## src/rtl/dlw_pkg.sv

```systemverilog
package dlw_pkg;
  // Element word: main address in the upper half, byte count in the lower half.
  typedef struct packed {
    logic [31:0] main_addr;
    logic [31:0] nbytes;
  } dlw_elem_t;
endpackage

```

## src/rtl/dlw_fetch.sv

```systemverilog
module dlw_fetch
  import dlw_pkg::*;
#(
  parameter int LADDR_W = 16,
  parameter int CNT_W   = 12
) (
  input  logic               clk,
  input  logic               rst,
  input  logic               start,
  input  logic [LADDR_W-1:0] start_addr,
  input  logic [CNT_W-1:0]   start_count,
  output logic               desc_rd_en,
  output logic [LADDR_W-1:0] desc_rd_addr,
  input  logic [63:0]        desc_rd_data,
  output logic               elem_valid,
  output dlw_elem_t          elem,
  input  logic               elem_pop,
  output logic               idle
);
  localparam logic [LADDR_W-1:0] ELEM_BYTES = LADDR_W'(8);

  logic [CNT_W-1:0]   left_q;
  logic [LADDR_W-1:0] ptr_q;
  logic               pend_q;
  logic               hold_v_q;
  dlw_elem_t          hold_q;
  dlw_elem_t          rd_word;
  logic               issue;

  assign rd_word = dlw_elem_t'(desc_rd_data);

  // One element read in flight at most, and only when the holding slot frees.
  assign issue = (left_q != '0) && !pend_q && (!hold_v_q || elem_pop) && !start;

  assign desc_rd_en   = issue;
  assign desc_rd_addr = ptr_q;
  assign elem_valid   = hold_v_q;
  assign elem         = hold_q;
  assign idle         = (left_q == '0) && !pend_q && !hold_v_q;

  always_ff @(posedge clk) begin
    if (rst) begin
      left_q   <= '0;
      ptr_q    <= '0;
      pend_q   <= 1'b0;
      hold_v_q <= 1'b0;
      hold_q   <= '0;
    end else if (start) begin
      left_q   <= start_count;
      ptr_q    <= start_addr;
      pend_q   <= 1'b0;
      hold_v_q <= 1'b0;
    end else begin
      pend_q <= issue;
      if (issue) begin
        left_q <= left_q - CNT_W'(1);
        ptr_q  <= ptr_q + ELEM_BYTES;
      end
      if (pend_q) begin
        // Empty elements are dropped here and never reach the splitter.
        hold_v_q <= (rd_word.nbytes != 32'd0);
        hold_q   <= rd_word;
      end else if (elem_pop) begin
        hold_v_q <= 1'b0;
      end
    end
  end

  p_read_spacing_r11: assert property (@(posedge clk) disable iff (rst)
    desc_rd_en |=> !desc_rd_en);

  p_no_empty_elem_r6: assert property (@(posedge clk) disable iff (rst)
    elem_valid |-> (elem.nbytes != 32'd0));
endmodule

```

## src/rtl/dlw_split.sv

```systemverilog
module dlw_split
  import dlw_pkg::*;
#(
  parameter int LADDR_W   = 16,
  parameter int MAX_BURST = 128,
  parameter int LEN_W     = 8
) (
  input  logic               clk,
  input  logic               rst,
  input  logic               start,
  input  logic [LADDR_W-1:0] start_dst,
  input  logic               elem_valid,
  input  dlw_elem_t          elem,
  output logic               elem_pop,
  output logic               req_valid,
  input  logic               req_ready,
  output logic [31:0]        req_main_addr,
  output logic [LADDR_W-1:0] req_local_addr,
  output logic [LEN_W-1:0]   req_len,
  output logic               idle
);
  localparam logic [31:0]      BURST32  = 32'(MAX_BURST);
  localparam logic [LEN_W-1:0] BURST_LN = LEN_W'(MAX_BURST);

  logic               cur_v_q;
  logic [31:0]        cur_addr_q;
  logic [31:0]        cur_rem_q;
  logic [LADDR_W-1:0] loc_q;
  logic               load;
  logic               last;
  logic [LEN_W-1:0]   slice;
  logic               elem_ready;

  assign last       = (cur_rem_q <= BURST32);
  assign slice      = last ? cur_rem_q[LEN_W-1:0] : BURST_LN;
  assign load       = cur_v_q && (!req_valid || req_ready);
  // Take the next element in the same cycle the current one emits its last slice.
  assign elem_ready = !cur_v_q || (load && last);
  assign elem_pop   = elem_valid && elem_ready;
  assign idle       = !cur_v_q && !req_valid;

  always_ff @(posedge clk) begin
    if (rst) begin
      cur_v_q        <= 1'b0;
      cur_addr_q     <= '0;
      cur_rem_q      <= '0;
      loc_q          <= '0;
      req_valid      <= 1'b0;
      req_main_addr  <= '0;
      req_local_addr <= '0;
      req_len        <= '0;
    end else begin
      if (start) loc_q <= start_dst;
      if (req_valid && req_ready) req_valid <= 1'b0;
      if (load) begin
        req_valid      <= 1'b1;
        req_main_addr  <= cur_addr_q;
        req_local_addr <= loc_q;
        req_len        <= slice;
        loc_q          <= loc_q + LADDR_W'(slice);
        cur_addr_q     <= cur_addr_q + 32'(slice);
        cur_rem_q      <= cur_rem_q - 32'(slice);
        if (last) cur_v_q <= 1'b0;
      end
      if (elem_pop) begin
        cur_v_q    <= 1'b1;
        cur_addr_q <= elem.main_addr;
        cur_rem_q  <= elem.nbytes;
      end
    end
  end

  p_len_range_r4: assert property (@(posedge clk) disable iff (rst)
    req_valid |-> (req_len != '0) && (req_len <= BURST_LN));

  p_hold_r9: assert property (@(posedge clk) disable iff (rst)
    (req_valid && !req_ready) |=> req_valid && $stable(req_main_addr)
      && $stable(req_local_addr) && $stable(req_len));
endmodule

```

## src/rtl/dlw_track.sv

```systemverilog
module dlw_track #(
  parameter int OUTS_W = 6
) (
  input  logic clk,
  input  logic rst,
  input  logic issued,
  input  logic ack,
  output logic none_open
);
  logic [OUTS_W-1:0] open_q;

  assign none_open = (open_q == '0);

  always_ff @(posedge clk) begin
    if (rst) begin
      open_q <= '0;
    end else if (issued && !ack) begin
      open_q <= open_q + OUTS_W'(1);
    end else if (ack && !issued) begin
      open_q <= open_q - OUTS_W'(1);
    end
  end

  p_ack_needs_open_r8: assert property (@(posedge clk) disable iff (rst)
    ack |-> !none_open);

  p_no_overflow_r8: assert property (@(posedge clk) disable iff (rst)
    (issued && !ack) |-> (open_q != {OUTS_W{1'b1}}));
endmodule

```

## src/rtl/dma_list_walker.sv

```systemverilog
module dma_list_walker
  import dlw_pkg::*;
#(
  parameter int LADDR_W   = 16,
  parameter int CNT_W     = 12,
  parameter int MAX_BURST = 128,
  parameter int OUTS_W    = 6,
  localparam int LEN_W    = $clog2(MAX_BURST) + 1
) (
  input  logic               clk,
  input  logic               rst,
  input  logic               cmd_valid,
  output logic               cmd_ready,
  input  logic [LADDR_W-1:0] cmd_list_addr,
  input  logic [CNT_W-1:0]   cmd_count,
  input  logic [LADDR_W-1:0] cmd_dst_addr,
  output logic               desc_rd_en,
  output logic [LADDR_W-1:0] desc_rd_addr,
  input  logic [63:0]        desc_rd_data,
  output logic               req_valid,
  input  logic               req_ready,
  output logic [31:0]        req_main_addr,
  output logic [LADDR_W-1:0] req_local_addr,
  output logic [LEN_W-1:0]   req_len,
  input  logic               ack_valid,
  output logic               busy,
  output logic               done
);
  logic      active_q;
  logic      done_q;
  logic      start;
  logic      finish;
  logic      f_idle;
  logic      s_idle;
  logic      none_open;
  logic      e_valid;
  logic      e_pop;
  dlw_elem_t e_word;

  assign cmd_ready = !active_q;
  assign busy      = active_q;
  assign done      = done_q;
  assign start     = cmd_valid && !active_q;
  assign finish    = active_q && f_idle && s_idle && none_open;

  always_ff @(posedge clk) begin
    if (rst) begin
      active_q <= 1'b0;
      done_q   <= 1'b0;
    end else begin
      done_q <= finish;
      if (start) active_q <= 1'b1;
      else if (finish) active_q <= 1'b0;
    end
  end

  dlw_fetch #(.LADDR_W(LADDR_W), .CNT_W(CNT_W)) fetch_i (
    .clk(clk), .rst(rst), .start(start),
    .start_addr(cmd_list_addr), .start_count(cmd_count),
    .desc_rd_en(desc_rd_en), .desc_rd_addr(desc_rd_addr),
    .desc_rd_data(desc_rd_data),
    .elem_valid(e_valid), .elem(e_word), .elem_pop(e_pop),
    .idle(f_idle)
  );

  dlw_split #(.LADDR_W(LADDR_W), .MAX_BURST(MAX_BURST), .LEN_W(LEN_W)) split_i (
    .clk(clk), .rst(rst), .start(start), .start_dst(cmd_dst_addr),
    .elem_valid(e_valid), .elem(e_word), .elem_pop(e_pop),
    .req_valid(req_valid), .req_ready(req_ready),
    .req_main_addr(req_main_addr), .req_local_addr(req_local_addr),
    .req_len(req_len), .idle(s_idle)
  );

  dlw_track #(.OUTS_W(OUTS_W)) track_i (
    .clk(clk), .rst(rst), .issued(req_valid && req_ready),
    .ack(ack_valid), .none_open(none_open)
  );

  p_done_idle_r8: assert property (@(posedge clk) disable iff (rst)
    done |-> !busy);

  p_done_pulse_r8: assert property (@(posedge clk) disable iff (rst)
    done |=> !done);

  p_idle_quiet_r11: assert property (@(posedge clk) disable iff (rst)
    !busy |-> !desc_rd_en && !req_valid);

  p_busy_holds_r2: assert property (@(posedge clk) disable iff (rst)
    (busy && !done_q && !finish) |=> busy);
endmodule

```

## config.mk

```make
export PLATFORM = sky130hd
export DESIGN_NAME = dma_list_walker
export DESIGN_NICKNAME = d
export VERILOG_FILES = /design/src/rtl/dlw_pkg.sv /design/src/rtl/dlw_fetch.sv /design/src/rtl/dlw_split.sv /design/src/rtl/dlw_track.sv /design/src/rtl/dma_list_walker.sv
export SDC_FILE = /design/constraint.sdc
export NUM_CORES = 1
export LEC_CHECK = 0
export BUFFER_PORTS_ARGS = -buffer_cell sky130_fd_sc_hd__buf_4
export CAP_MARGIN = 10
export CELL_PAD_IN_SITES_DETAIL_PLACEMENT = 0
export CELL_PAD_IN_SITES_GLOBAL_PLACEMENT = 1
export CORE_MARGIN = 2
export CORE_UTILIZATION = 45
export DETAILED_ROUTE_END_ITERATION = 8
export PLACE_DENSITY = 0.87
export SYNTH_ARGS = -nofsm -noshare
export SYNTH_HDL_FRONTEND = slang
export SYNTH_SLANG_ARGS = --single-unit
```

## constraint.sdc

```tcl
create_clock -name clk -period 11.22 [get_ports clk]
set_input_delay 2.244 -clock clk [delete_from_list [all_inputs] [get_ports clk]]
set_output_delay 2.244 -clock clk [all_outputs]
set_load 0.005 [all_outputs]
```

Word level (Yosys, flattened, before mapping):

Cells that the tools add are included.
Widths: inputs -> output; s select.

* register bits: 240
* input port bits: 113
* output and inout port bits: 77
* word-level logic and storage cells: 90

* add/subtract/negate cells: 7
* order comparisons: 1
* mux-type cells: 22
* bitwise gates (word level): 1
* reduce and logical (&&, ||, !) cells: 42

Operator list (count)
* $mux 32: 4
* $mux 16: 4
* $add 32x8->32: 1
* $le 32x8->1 const B: 1
* $reduce_bool 32->1: 1
* $sub 32x8->32: 1
* $mux 12: 2
* $add 16x4->16 const B: 1
* $add 16x8->16: 1
* $logic_and 1x1->1: 16
* $reduce_bool 2->1: 8
* $logic_not 12->1: 1
* $mux 6: 2
* $reduce_bool 12->1: 1
* $sub 12x1->12 const B: 1
* $mux 1: 9
* $logic_not 1->1: 8
* $mux 8: 1
* $add 6x1->6 const B: 1
* $logic_not 6->1: 1
* $sub 6x1->6 const B: 1
* $reduce_and 2->1: 2
* $logic_or 1x1->1: 3
* $reduce_or 2->1: 1
* $not 1->1: 1

Logic depth before layout (Yosys ltp):

* depth in word-level cells: 11
* depth in mapped cells: 15
* depth with buffers taken out: 13

Cells and area by module:

Synthesis repeated with hierarchy kept, for this count alone.

* cells, all modules: 1459
* area, all modules: 11721.2 um2

Modules (own cells, without submodules)
* dlw_split: times used 1, cells each 895, area an instance 7194.4 um2, seq. area each 2762.6 um2
* dlw_fetch: times used 1, cells each 503, area an instance 3998.8 um2, seq. area each 1881.8 um2
* dlw_track: times used 1, cells each 52, area an instance 439.2 um2, seq. area each 120.1 um2
* dma_list_walker: times used 1, cells each 9, area an instance 88.8 um2, seq. area each 40.0 um2

Least setup slack after synthesis:

No wires, ideal clock.

* path type: input port to output port
* start point: in req_ready
* end point: out desc_rd_en
* arrival time: 3.274 ns
* data required time: 8.976 ns
* slack: 5.702 ns
* stages: 6
* path buffers: 3
* path through: nand2b_1 -> clkbuf_1 -> a31oi_4 -> buf_6 -> clkbuf_1 -> nor3_1

* longest elaborated chain between the ends: 8

RTL lines
* from (decl): line dma_list_walker.sv:21 `input logic req_ready,`
* $logic_or 1x1->1: line dlw_split.sv:36 `assign load = cur_v_q && (!req_valid || req_ready);`
* $logic_and 1x1->1: line dlw_split.sv:36
* $logic_and 1x1->1: line dlw_split.sv:38 `assign elem_ready = !cur_v_q || (load && last);`
* $logic_or 1x1->1: line dlw_split.sv:38
* $logic_and 1x1->1: line dlw_split.sv:39 `assign elem_pop = elem_valid && elem_ready;`
* $logic_or 1x1->1: line dlw_fetch.sv:33 `assign issue = (left_q != '0) && !pend_q && (!hold_v_q || elem_pop) && !start;`
* $logic_and 1x1->1 (2 in series): line dlw_fetch.sv:33
* to (decl): line dma_list_walker.sv:17 `output logic desc_rd_en,`

No other way between the ends.

Worst setup path in the final report:

Ends and elaborated chain as after synthesis.

==> flow_metrics.env <==
export IMPL_p_leak_nw=5.16
export IMPL_synth_top_area_share_pct=42.6
export IMPL_cts_sinks=240
export IMPL_synthTopCellsByArea="dfxtp_1, nand2_1, a21oi_1, o21ai_0, xnor2_1"
export IMPL_clockBufferDepth=3
export IMPL_synth_area_um2=11300
export IMPL_multiInputGateArea_um2=6030
export IMPL_final_core_util_pct=56.5
export IMPL_setup_violations_final=0
export IMPL_synth_cell_types=61
export IMPL_path_clk_slew_ps=60
export IMPL_hold_depth=2
export IMPL_slew_headroom_pct=21.0
export IMPL_status="complete, no violations"
export IMPL_antenna_found_initial=0
export IMPL_place_gp_congestion=0.814
export IMPL_yosysWarnings=0
export IMPL_reg2reg_depth=12
export IMPL_fin_tns_setup_ps=0
export IMPL_ys_ff_latch=240
export IMPL_io_buffers=189
export IMPL_start_util_pct=46.1
export IMPL_drive_gt1_share_pct=16.8
export IMPL_nNetsFinal=1716
export IMPL_core_um2=24500
export IMPL_firstDrtPassIters=5
export IMPL_end_kind="output port"
export IMPL_skew_ps=11.6
export IMPL_cp_max_fo=35
export IMPL_n_antenna_cell=0
export IMPL_cts_resized=0
export IMPL_tritoncts="built"
export IMPL_ys_seq_area_share_pct=42.6
export IMPL_postCtsSetupBuffers=0
export IMPL_worstPathRequired_ps=8980
export IMPL_yosysTopAreaCell="dfxtp_1"
export IMPL_slew_violations=0
export IMPL_drtAntennaViolNets=0
export IMPL_drc_errors=0
export IMPL_cts_made_buffers=26
export IMPL_die_h_um=162
export IMPL_grt_max_degree=105
export IMPL_synth_edf_count=0
export IMPL_grt_pass1_vias=9870
export IMPL_synthArstFlopShare_pct=0
export IMPL_max_freq_mhz=167
export IMPL_routed_via_count=10800
export IMPL_path_class="input port to output port"
export IMPL_h_tree_depth=1
export IMPL_io_pins=190
export IMPL_hold_buffers=0
export IMPL_synth_fp_nets=1588
export IMPL_synthFlopType="dfxtp_1"
export IMPL_row_count=57
export IMPL_register_area_um2=4800
export IMPL_syn_inst=1448
export IMPL_grt_pass1_wl_mm=50.9
export IMPL_fin_crit_ps=5980
export IMPL_dieArea_um2=26400
export IMPL_fin_crit_sh_pct=53.3
export IMPL_hp_class="flip-flop to flip-flop"
export IMPL_syn_to_final_growth_pct=22.4
export IMPL_via_per_inst=5.61
export IMPL_clkLatencyLatePin_ps=530
export IMPL_n_fill_cell=2377
export IMPL_routedWlPerCell_um=16.3
export IMPL_rsz0062_at_grt="no"
export IMPL_grt_overflow_total=0
export IMPL_dpl_hpwl_mm=21.4
export IMPL_globalRouteTotalUtil_pct=23.4
export IMPL_tightest_slew_ps=1190
export IMPL_ir_worst_vdd_mv=0.136
export IMPL_startpoint_type="input port"
export IMPL_drt_total_wl_mm=31.4
export IMPL_cap_violations=0
export IMPL_die_w_um=162
export IMPL_arrival_ps=3740
export IMPL_drt_first_iter_violations=806
export IMPL_cts_root_buf="clkbuf_16"
export IMPL_avgSynthCellArea_um2=7.79
export IMPL_powerDensity_nw_per_um2=234
export IMPL_hold_violations=0
[layer usage]
| metal | global-route usage (%) | routed length, µm |
|---|---|---|
| met1 | 33.4 | 14900 |
| met2 | 37.6 | 14100 |
| met3 | 3.21 | 1820 |
| met4 | 5.87 | 604 |
| met5 | 0 | 0 |
[path summary, 6_finish.rpt]
kind                                            start                     end  slack (ps)
worst max-delay path                        req_ready              desc_rd_en        5240
worst min-delay path                 fetch_i.elem[26]        fetch_i.elem[26]         450
worst max register to register  split_i.cur_rem_q[23]  split_i.cur_addr_q[11]        6290
worst min register to register       fetch_i.elem[26]        fetch_i.elem[26]         450
[power breakdown]
| group | switching, mW | internal (mW) |
|---|---|---|
| Combinational | 0.692 | 0.413 |
| Sequential | 0.152 | 1.01 |
| Clock | 0.361 | 0.606 |
[sequential cells by signal, indices dropped and copies added, names as in the netlist]
signal / count
busy: 1
done: 1
fetch_i.desc_rd_addr: 16
fetch_i.elem: 64
fetch_i.elem_valid: 1
fetch_i.left_q: 12
fetch_i.pend_q: 1
split_i.cur_addr_q: 32
split_i.cur_rem_q: 32
split_i.cur_v_q: 1
split_i.loc_q: 16
split_i.req_len: 8
split_i.req_local_addr: 16
split_i.req_main_addr: 32
split_i.req_valid: 1
track_i.open_q: 6
[synthesized netlist by cell type, types with 11 or more instances]
cell        n
or3_1      20
o21ai_0    91
dfxtp_1   240
clkbuf_1   79
nor4_1     39
nor2_1     61
or4_1      16
nand3_1    31
and3_1     14
a311oi_1   16
a21oi_1   196
xnor2_1    42
inv_1      24
nand2_1   322
nand4_1    11
a31oi_1    22
ha_1       24
a211oi_1   23
nor3_1     41
[metrics by stage]
stage | instances | cell area, µm² | worst slack, ps | total power, mW | hold WS, ps
6_report | 1920 | 13800 | 5240 | 3.23 | 451
2_1_floorplan | 1448 | 11300 | 5700 | 1.98 | 432
4_1_cts | 1920 | 13800 | 5230 | 3.24 | 453
5_1_grt | 1920 | 13800 | 5050 | 3.45 | 464
3_5_place_dp | 1872 | 12800 | 5230 | 2.27 | 444
3_3_place_gp | 1872 | 12800 | 5270 | 2.25 | 440
[kinds of logic after synthesis]
family | count (synthesis) | synth area share (%)
xor+xnor | 52 | 4.04
other cells | 1 | 0.0332
compound gates | 405 | 20.9
mux | 2 | 0.189
flops | 240 | 42.6
simple gates | 598 | 24.7
fa+ha+maj | 27 | 3.19
buf+inv | 123 | 4.35
[layout make-up]
| type | instances | area share [%] |
|---|---|---|
| Sequential cell | 240 | 34.8 |
| Inverter | 24 | 0.652 |
| Tap cell | 324 | 2.94 |
| Multi-Input combinational cell | 1085 | 43.7 |
| Clock buffer | 35 | 5.69 |
| Timing Repair Buffer | 199 | 10.8 |
| Clock inverter | 13 | 1.46 |
[critical path, stage by stage]
cell	delay, ps
buf_4	120
nand2b_1	290
a31oi_4	770
nor3_1	140
buf_4	170
[cells in the final DEF, fill, tap and decap left out, drive strengths merged, types with 8 or more instances in the layout]
cell    netlist  layout
o31ai        10      10
nand2       322     322
or4          18      18
and3         14      14
xor2         10      10
ha           24      24
clkbuf       79      35
or3          20      20
nand3        31      31
buf          20     199
nor3         42      42
a311oi       16      16
xnor2        42      42
a211oi       23      23
nor4         40      40
a21o          8       8
nand4        11      11
a31oi        23      23
nor2         61      61
a21oi       196     196
dfxtp       240     240
inv          24      25
o21ai        91      91
No activity file was read; power rests on OpenSTA's default activity.
